[src/rtl/tmr_pkg.sv]
package tmr_pkg;
  localparam int NUM_CNT  = 2;
  localparam int SRC_W    = 3;
  localparam int ADDR_W   = 2;

  localparam logic [SRC_W-1:0] SRC_OFF   = 3'd0;
  localparam logic [SRC_W-1:0] SRC_DIV   = 3'd1;
  localparam logic [SRC_W-1:0] SRC_EVENT = 3'd2;
  localparam logic [SRC_W-1:0] SRC_ACCUM = 3'd3;
  localparam logic [SRC_W-1:0] SRC_SLOW  = 3'd4;

  localparam logic [ADDR_W-1:0] ADR_DIV  = 2'd0;
  localparam logic [ADDR_W-1:0] ADR_SRC  = 2'd1;
  localparam logic [ADDR_W-1:0] ADR_CNTA = 2'd2;
  localparam logic [ADDR_W-1:0] ADR_CNTB = 2'd3;
endpackage

[src/rtl/tmr_prescaler.sv]
module tmr_prescaler #(
  parameter int PS_W = 5
) (
  input  logic            clk,
  input  logic            rst_n,
  input  logic [PS_W-1:0] ratio,
  input  logic            restart,
  output logic            tick
);
  logic [PS_W-1:0] cnt_q, cnt_d;

  assign tick = (cnt_q == ratio);

  always_comb begin
    if (restart || tick) cnt_d = '0;
    else                 cnt_d = cnt_q + 1'b1;
  end

  always_ff @(posedge clk or negedge rst_n) begin
    if (!rst_n) cnt_q <= '0;
    else        cnt_q <= cnt_d;
  end
endmodule

[src/rtl/tmr_sync_edge.sv]
module tmr_sync_edge #(
  parameter int STAGES = 2
) (
  input  logic clk,
  input  logic rst_n,
  input  logic async_i,
  output logic level_o,
  output logic rise_o
);
  logic [STAGES:0] sh_q, sh_d;

  always_comb sh_d = {sh_q[STAGES-1:0], async_i};

  always_ff @(posedge clk or negedge rst_n) begin
    if (!rst_n) sh_q <= '0;
    else        sh_q <= sh_d;
  end

  assign level_o = sh_q[STAGES-1];
  assign rise_o  = sh_q[STAGES-1] & ~sh_q[STAGES];
endmodule

[src/rtl/tmr_count_unit.sv]
module tmr_count_unit
  import tmr_pkg::*;
#(
  parameter int CNT_W = 16
) (
  input  logic             clk,
  input  logic [SRC_W-1:0] src,
  input  logic             div_tick,
  input  logic             ev_rise,
  input  logic             ev_level,
  input  logic             slow_rise,
  input  logic             wr_en,
  input  logic [CNT_W-1:0] wr_data,
  output logic             en_o,
  output logic [CNT_W-1:0] count_o
);
  logic [CNT_W-1:0] count_q, count_d;

  always_comb begin
    unique case (src)
      SRC_DIV:   en_o = div_tick;
      SRC_EVENT: en_o = ev_rise;
      SRC_ACCUM: en_o = div_tick & ev_level;
      SRC_SLOW:  en_o = slow_rise;
      default:   en_o = 1'b0;
    endcase
  end

  always_comb begin
    if (wr_en)     count_d = wr_data;
    else if (en_o) count_d = count_q + 1'b1;
    else           count_d = count_q;
  end

  // Count value is deliberately left out of reset.
  always_ff @(posedge clk) begin
    count_q <= count_d;
  end

  assign count_o = count_q;
endmodule

[src/rtl/tmr_clock_unit.sv]
module tmr_clock_unit
  import tmr_pkg::*;
#(
  parameter int PS_W        = 5,
  parameter int CNT_W       = 16,
  parameter int SYNC_STAGES = 2
) (
  input  logic              clk,
  input  logic              rst_n,
  input  logic              bus_we,
  input  logic [ADDR_W-1:0] bus_addr,
  input  logic [CNT_W-1:0]  bus_wdata,
  output logic [CNT_W-1:0]  bus_rdata,
  input  logic              tb_in,
  input  logic              slow_in,
  output logic [NUM_CNT-1:0] cnt_en_o
);
  localparam int SEL_W = NUM_CNT * SRC_W;

  logic [PS_W-1:0]  ps_q, ps_d;
  logic [SEL_W-1:0] sel_q, sel_d;
  logic             wr_div, wr_src;
  logic             div_tick, ev_rise, ev_level, slow_rise, slow_level;
  logic [CNT_W-1:0] cnt_val [NUM_CNT];

  assign wr_div = bus_we && (bus_addr == ADR_DIV);
  assign wr_src = bus_we && (bus_addr == ADR_SRC);

  always_comb begin
    ps_d  = wr_div ? bus_wdata[PS_W-1:0]  : ps_q;
    sel_d = wr_src ? bus_wdata[SEL_W-1:0] : sel_q;
  end

  always_ff @(posedge clk or negedge rst_n) begin
    if (!rst_n) begin
      ps_q  <= '0;
      sel_q <= '0;
    end else begin
      ps_q  <= ps_d;
      sel_q <= sel_d;
    end
  end

  tmr_prescaler #(.PS_W(PS_W)) u_div (
    .clk(clk), .rst_n(rst_n), .ratio(ps_q), .restart(wr_div), .tick(div_tick)
  );

  tmr_sync_edge #(.STAGES(SYNC_STAGES)) u_ev_sync (
    .clk(clk), .rst_n(rst_n), .async_i(tb_in), .level_o(ev_level), .rise_o(ev_rise)
  );

  tmr_sync_edge #(.STAGES(SYNC_STAGES)) u_slow_sync (
    .clk(clk), .rst_n(rst_n), .async_i(slow_in), .level_o(slow_level), .rise_o(slow_rise)
  );

  logic unused_slow_level;
  assign unused_slow_level = slow_level;

  for (genvar i = 0; i < NUM_CNT; i++) begin : g_cnt
    logic wr_cnt;
    assign wr_cnt = bus_we && (bus_addr == ADR_CNTA + ADDR_W'(i));
    tmr_count_unit #(.CNT_W(CNT_W)) u_cnt (
      .clk      (clk),
      .src      (sel_q[i*SRC_W +: SRC_W]),
      .div_tick (div_tick),
      .ev_rise  (ev_rise),
      .ev_level (ev_level),
      .slow_rise(slow_rise),
      .wr_en    (wr_cnt),
      .wr_data  (bus_wdata),
      .en_o     (cnt_en_o[i]),
      .count_o  (cnt_val[i])
    );
  end

  always_comb begin
    unique case (bus_addr)
      ADR_DIV:  bus_rdata = CNT_W'(ps_q);
      ADR_SRC:  bus_rdata = CNT_W'(sel_q);
      ADR_CNTA: bus_rdata = cnt_val[0];
      default:  bus_rdata = cnt_val[1];
    endcase
  end
endmodule

[config.mk]
export PLATFORM = sky130hd
export DESIGN_NAME = tmr_clock_unit
export DESIGN_NICKNAME = d
export VERILOG_FILES = /design/src/rtl/tmr_pkg.sv /design/src/rtl/tmr_prescaler.sv /design/src/rtl/tmr_sync_edge.sv /design/src/rtl/tmr_count_unit.sv /design/src/rtl/tmr_clock_unit.sv
export SDC_FILE = /design/constraint.sdc
export NUM_CORES = 1
export LEC_CHECK = 0
export BUFFER_PORTS_ARGS = -buffer_cell sky130_fd_sc_hd__buf_2
export CAP_MARGIN = 5
export CORE_ASPECT_RATIO = 2
export CORE_MARGIN = 2
export CORE_UTILIZATION = 50
export CTS_BUF_LIST = sky130_fd_sc_hd__clkbuf_2
export DETAILED_ROUTE_END_ITERATION = 10
export GPL_TIMING_DRIVEN = 0
export PLACE_DENSITY = 0.67
export SLEW_MARGIN = 10
export SYNTH_ARGS = -nofsm -noshare
export SYNTH_HDL_FRONTEND = slang
export SYNTH_SLANG_ARGS = --single-unit
[constraint.sdc]
create_clock -name clk -period 6.4 [get_ports clk]
set_clock_uncertainty 0.2 [all_clocks]
set_input_delay 1.28 -clock clk [delete_from_list [all_inputs] [get_ports clk]]
set_output_delay 1.28 -clock clk [all_outputs]
set_load 0.005 [all_outputs]
==> results.ini <==
[synth]
synth_top_cell_by_area=edfxtp_1
synth-seq-area-share_pct=47.3
ys_ff_latch=54
synth_cell_types=38
synth-edff-count=32
yosysTopAreaCellShare_pct=30.1
synth_xor_area_share_pct=9.60
ys_top_cells_by_count=32 x edfxtp_1, 24 x nand2_1, 24 x nor2_1, 24 x xnor2_1
synth_fp_nets=320
ys.flop_type=edfxtp_1
synth_top_family_by_area=simple AND/OR/NAND/NOR gates
syn_avg_cell_area_sq_um=10.9
synth_most_common_cell=edfxtp_1
ys_async_sr_fraction_pct=40.7
syn_inst=294
synth_fa_ha_area_share_pct=1.18
yosys_warnings=0
muxShareOfSynthArea_pct=11.4
syn-cell-area_sq_um=3190
yosys-top-cells-area=edfxtp_1 30%, dfrtp_1 17%, xnor2_1 6.6%
synth_compound_area_share_pct=7.21
synthSimpleGateAreaFrac_pct=20.5

[clock_tree]
cts_num_sinks=54
cts-root-buf=clkbuf_2
clkSlewWorstSetupHoldPaths_ns=0.21
cts_buffers=5
clk_path_buf_depth=2
cts_resized=0
post_cts_buffers=0
clock_latency_ns=0.47
hold_buffers=0
cts_max_level=2
cts_tree=done

[grt]
antenna_found_initial=0
grt_max_degree=23
grt_pass1_wl_mm=12.8
grt_pass1_vias=2474
grt_overflow_total=0
track_usage_pct=25.5

[timing]
setup_violations=0
fmax_mhz=252
setup_tns_ns=0
tightest_slew_ns=0.876
slew_viol_final=0
period_needed_ns=3.97
hold_violations=0
rsz0062_at_grt=false
period_share_pct=62.1
max_slew_margin_pct=41.4
worst_hold_slack_ns=0.179

[finish]
final_nets=370
drive_gt1_share_pct=24.3
fin_util_pct=57.0
diodes=0
n_fill_cell=588
final_cells=431
syn_to_final_growth_pct=11.6

[setup_path]
cp.arrival_ns=2.49
critPathKind=in -> out
crit_path_end_kind=output pin
start_kind=input pin
cp.required_ns=4.92
path_max_fanout=10

[placement]
hpwl_mm=6.29
gp_congestion=0.908
post-place-cells=423
port_buffers=40

[power_and_ir_drop]
switchingPower_mw=0.290
power.density_nw_per_um2=245
leakage_nw=1.37
sw_frac_of_total_pct=33.2
clockPowerShare_pct=15.8
power_frac_seq_pct=58.5
intPower_mw=0.583
power_mw=0.873
irDropWorstVdd_mv=0.222
power_frac_comb_pct=25.7

[die]
die_w_microns=60.5
num_rows=41
start_util_pct=51.0
die_h_microns=117
die-area_sq_um=7080
coreArea_sq_um=6260
io_pins=41

[worst_hold_path]
worstHoldPathType=reg -> reg

[job]
drv_cap=0

[routing]
vias=2443
drc_errors=0
drt_iter0_markers=132
wl_mm=8.12
wl_per_cell_microns=18.8
ant_nets=0
firstDrtPassIters=4
viasPerCell=5.67

[run_status]
outcome=complete, no violations

per-layer routing:
metal  global-route usage, %  vias up  share of wire [%]  routed length, microns
met1                    28.5     1178                 36                    2920
met4                    18.0        0                7.3                     590
li1                        -     1154                  -                       -
met3                    3.41       25                4.5                     366
met5                       0        -                  0                       0
met2                    43.3       86                 52                    4240
critical path, cell delays in order:
cell    delay [ns]
buf_2         0.11
buf_2         0.25
buf_2         0.33
mux4_2        0.37
buf_2         0.15
final cells by class:
cell class / instances / area (sq um) / area share, %
Sequential cell: 54 / 1510 / 42.4
Buffer: 12 / 56.3 / 1.58
Multi-Input combinational cell: 219 / 1590 / 44.7
Timing Repair Buffer: 43 / 223 / 6.25
Clock buffer: 8 / 40.0 / 1.12
Tap cell: 86 / 108 / 3.02
Inverter: 9 / 33.8 / 0.948
per-stage QoR:
| stage | setup slack (ns) | area [sq um] |
|---|---|---|
| floorplan | 2.85 | 3190 |
| global placement | 2.45 | 3500 |
| detailed placement | 2.44 | 3520 |
| CTS | 2.44 | 3560 |
| global route | 2.35 | 3560 |
| finish | 2.43 | 3560 |
cell families after synthesis:
group                    Yosys count
AND/OR/NAND/NOR                  111
adder cells (fa/ha/maj)            3
flip-flops                        54
buffers and inverters             21
multiplexers                      28
AO/OA/AOI/OAI                     42
XOR/XNOR                          35
power groups by stage:
| stage | combinational, mW | clock, mW | sequential (mW) |
|---|---|---|---|
| after floorplan | 0.161 | 0 | 0.494 |
| after global placement | 0.215 | 0 | 0.519 |
| after detailed placement | 0.223 | 0 | 0.519 |
| after CTS | 0.226 | 0.144 | 0.511 |
| after global routing | 0.254 | 0.156 | 0.519 |
| final | 0.225 | 0.138 | 0.511 |
registers in the layout (all words and copies together) (netlist names):
register	count
u_slow_sync.sh_q	3
u_div.cnt_q	5
ps_q	5
sel_q	6
u_ev_sync.sh_q	3
g_cnt.u_cnt.count_o	32
final timing paths:
path,from,end,slack [ns],cells after the start
worst max-delay path,bus_addr[0],bus_rdata[4],2.43,5
worst min-delay path,u_slow_sync.sh_q[0],u_slow_sync.sh_q[1],0.18,0
worst max register to register,sel_q[2],g_cnt[0].u_cnt.count_o[1],3.94,5
worst min register to register,u_slow_sync.sh_q[0],u_slow_sync.sh_q[1],0.18,0
max in group asynchronous,rst_n,u_slow_sync.sh_q[0],5.11,1
min in group asynchronous,rst_n,ps_q[2],0.51,1
cell usage in the layout, fill, tap and decap left out, drive strengths merged, types with 4 or more instances in the layout:
cell    instances
clkbuf         15
nor2b          11
mux2           13
edfxtp         32
mux2i          10
buf            48
xnor2          24
nor4            7
and2            4
xor2           11
o21ai          14
inv             9
mux4            5
a21oi          23
nor3            9
dfrtp          22
nand2          24
nor2           24
nand3          15
nand4           6
(Power assumes the default switching activity.)
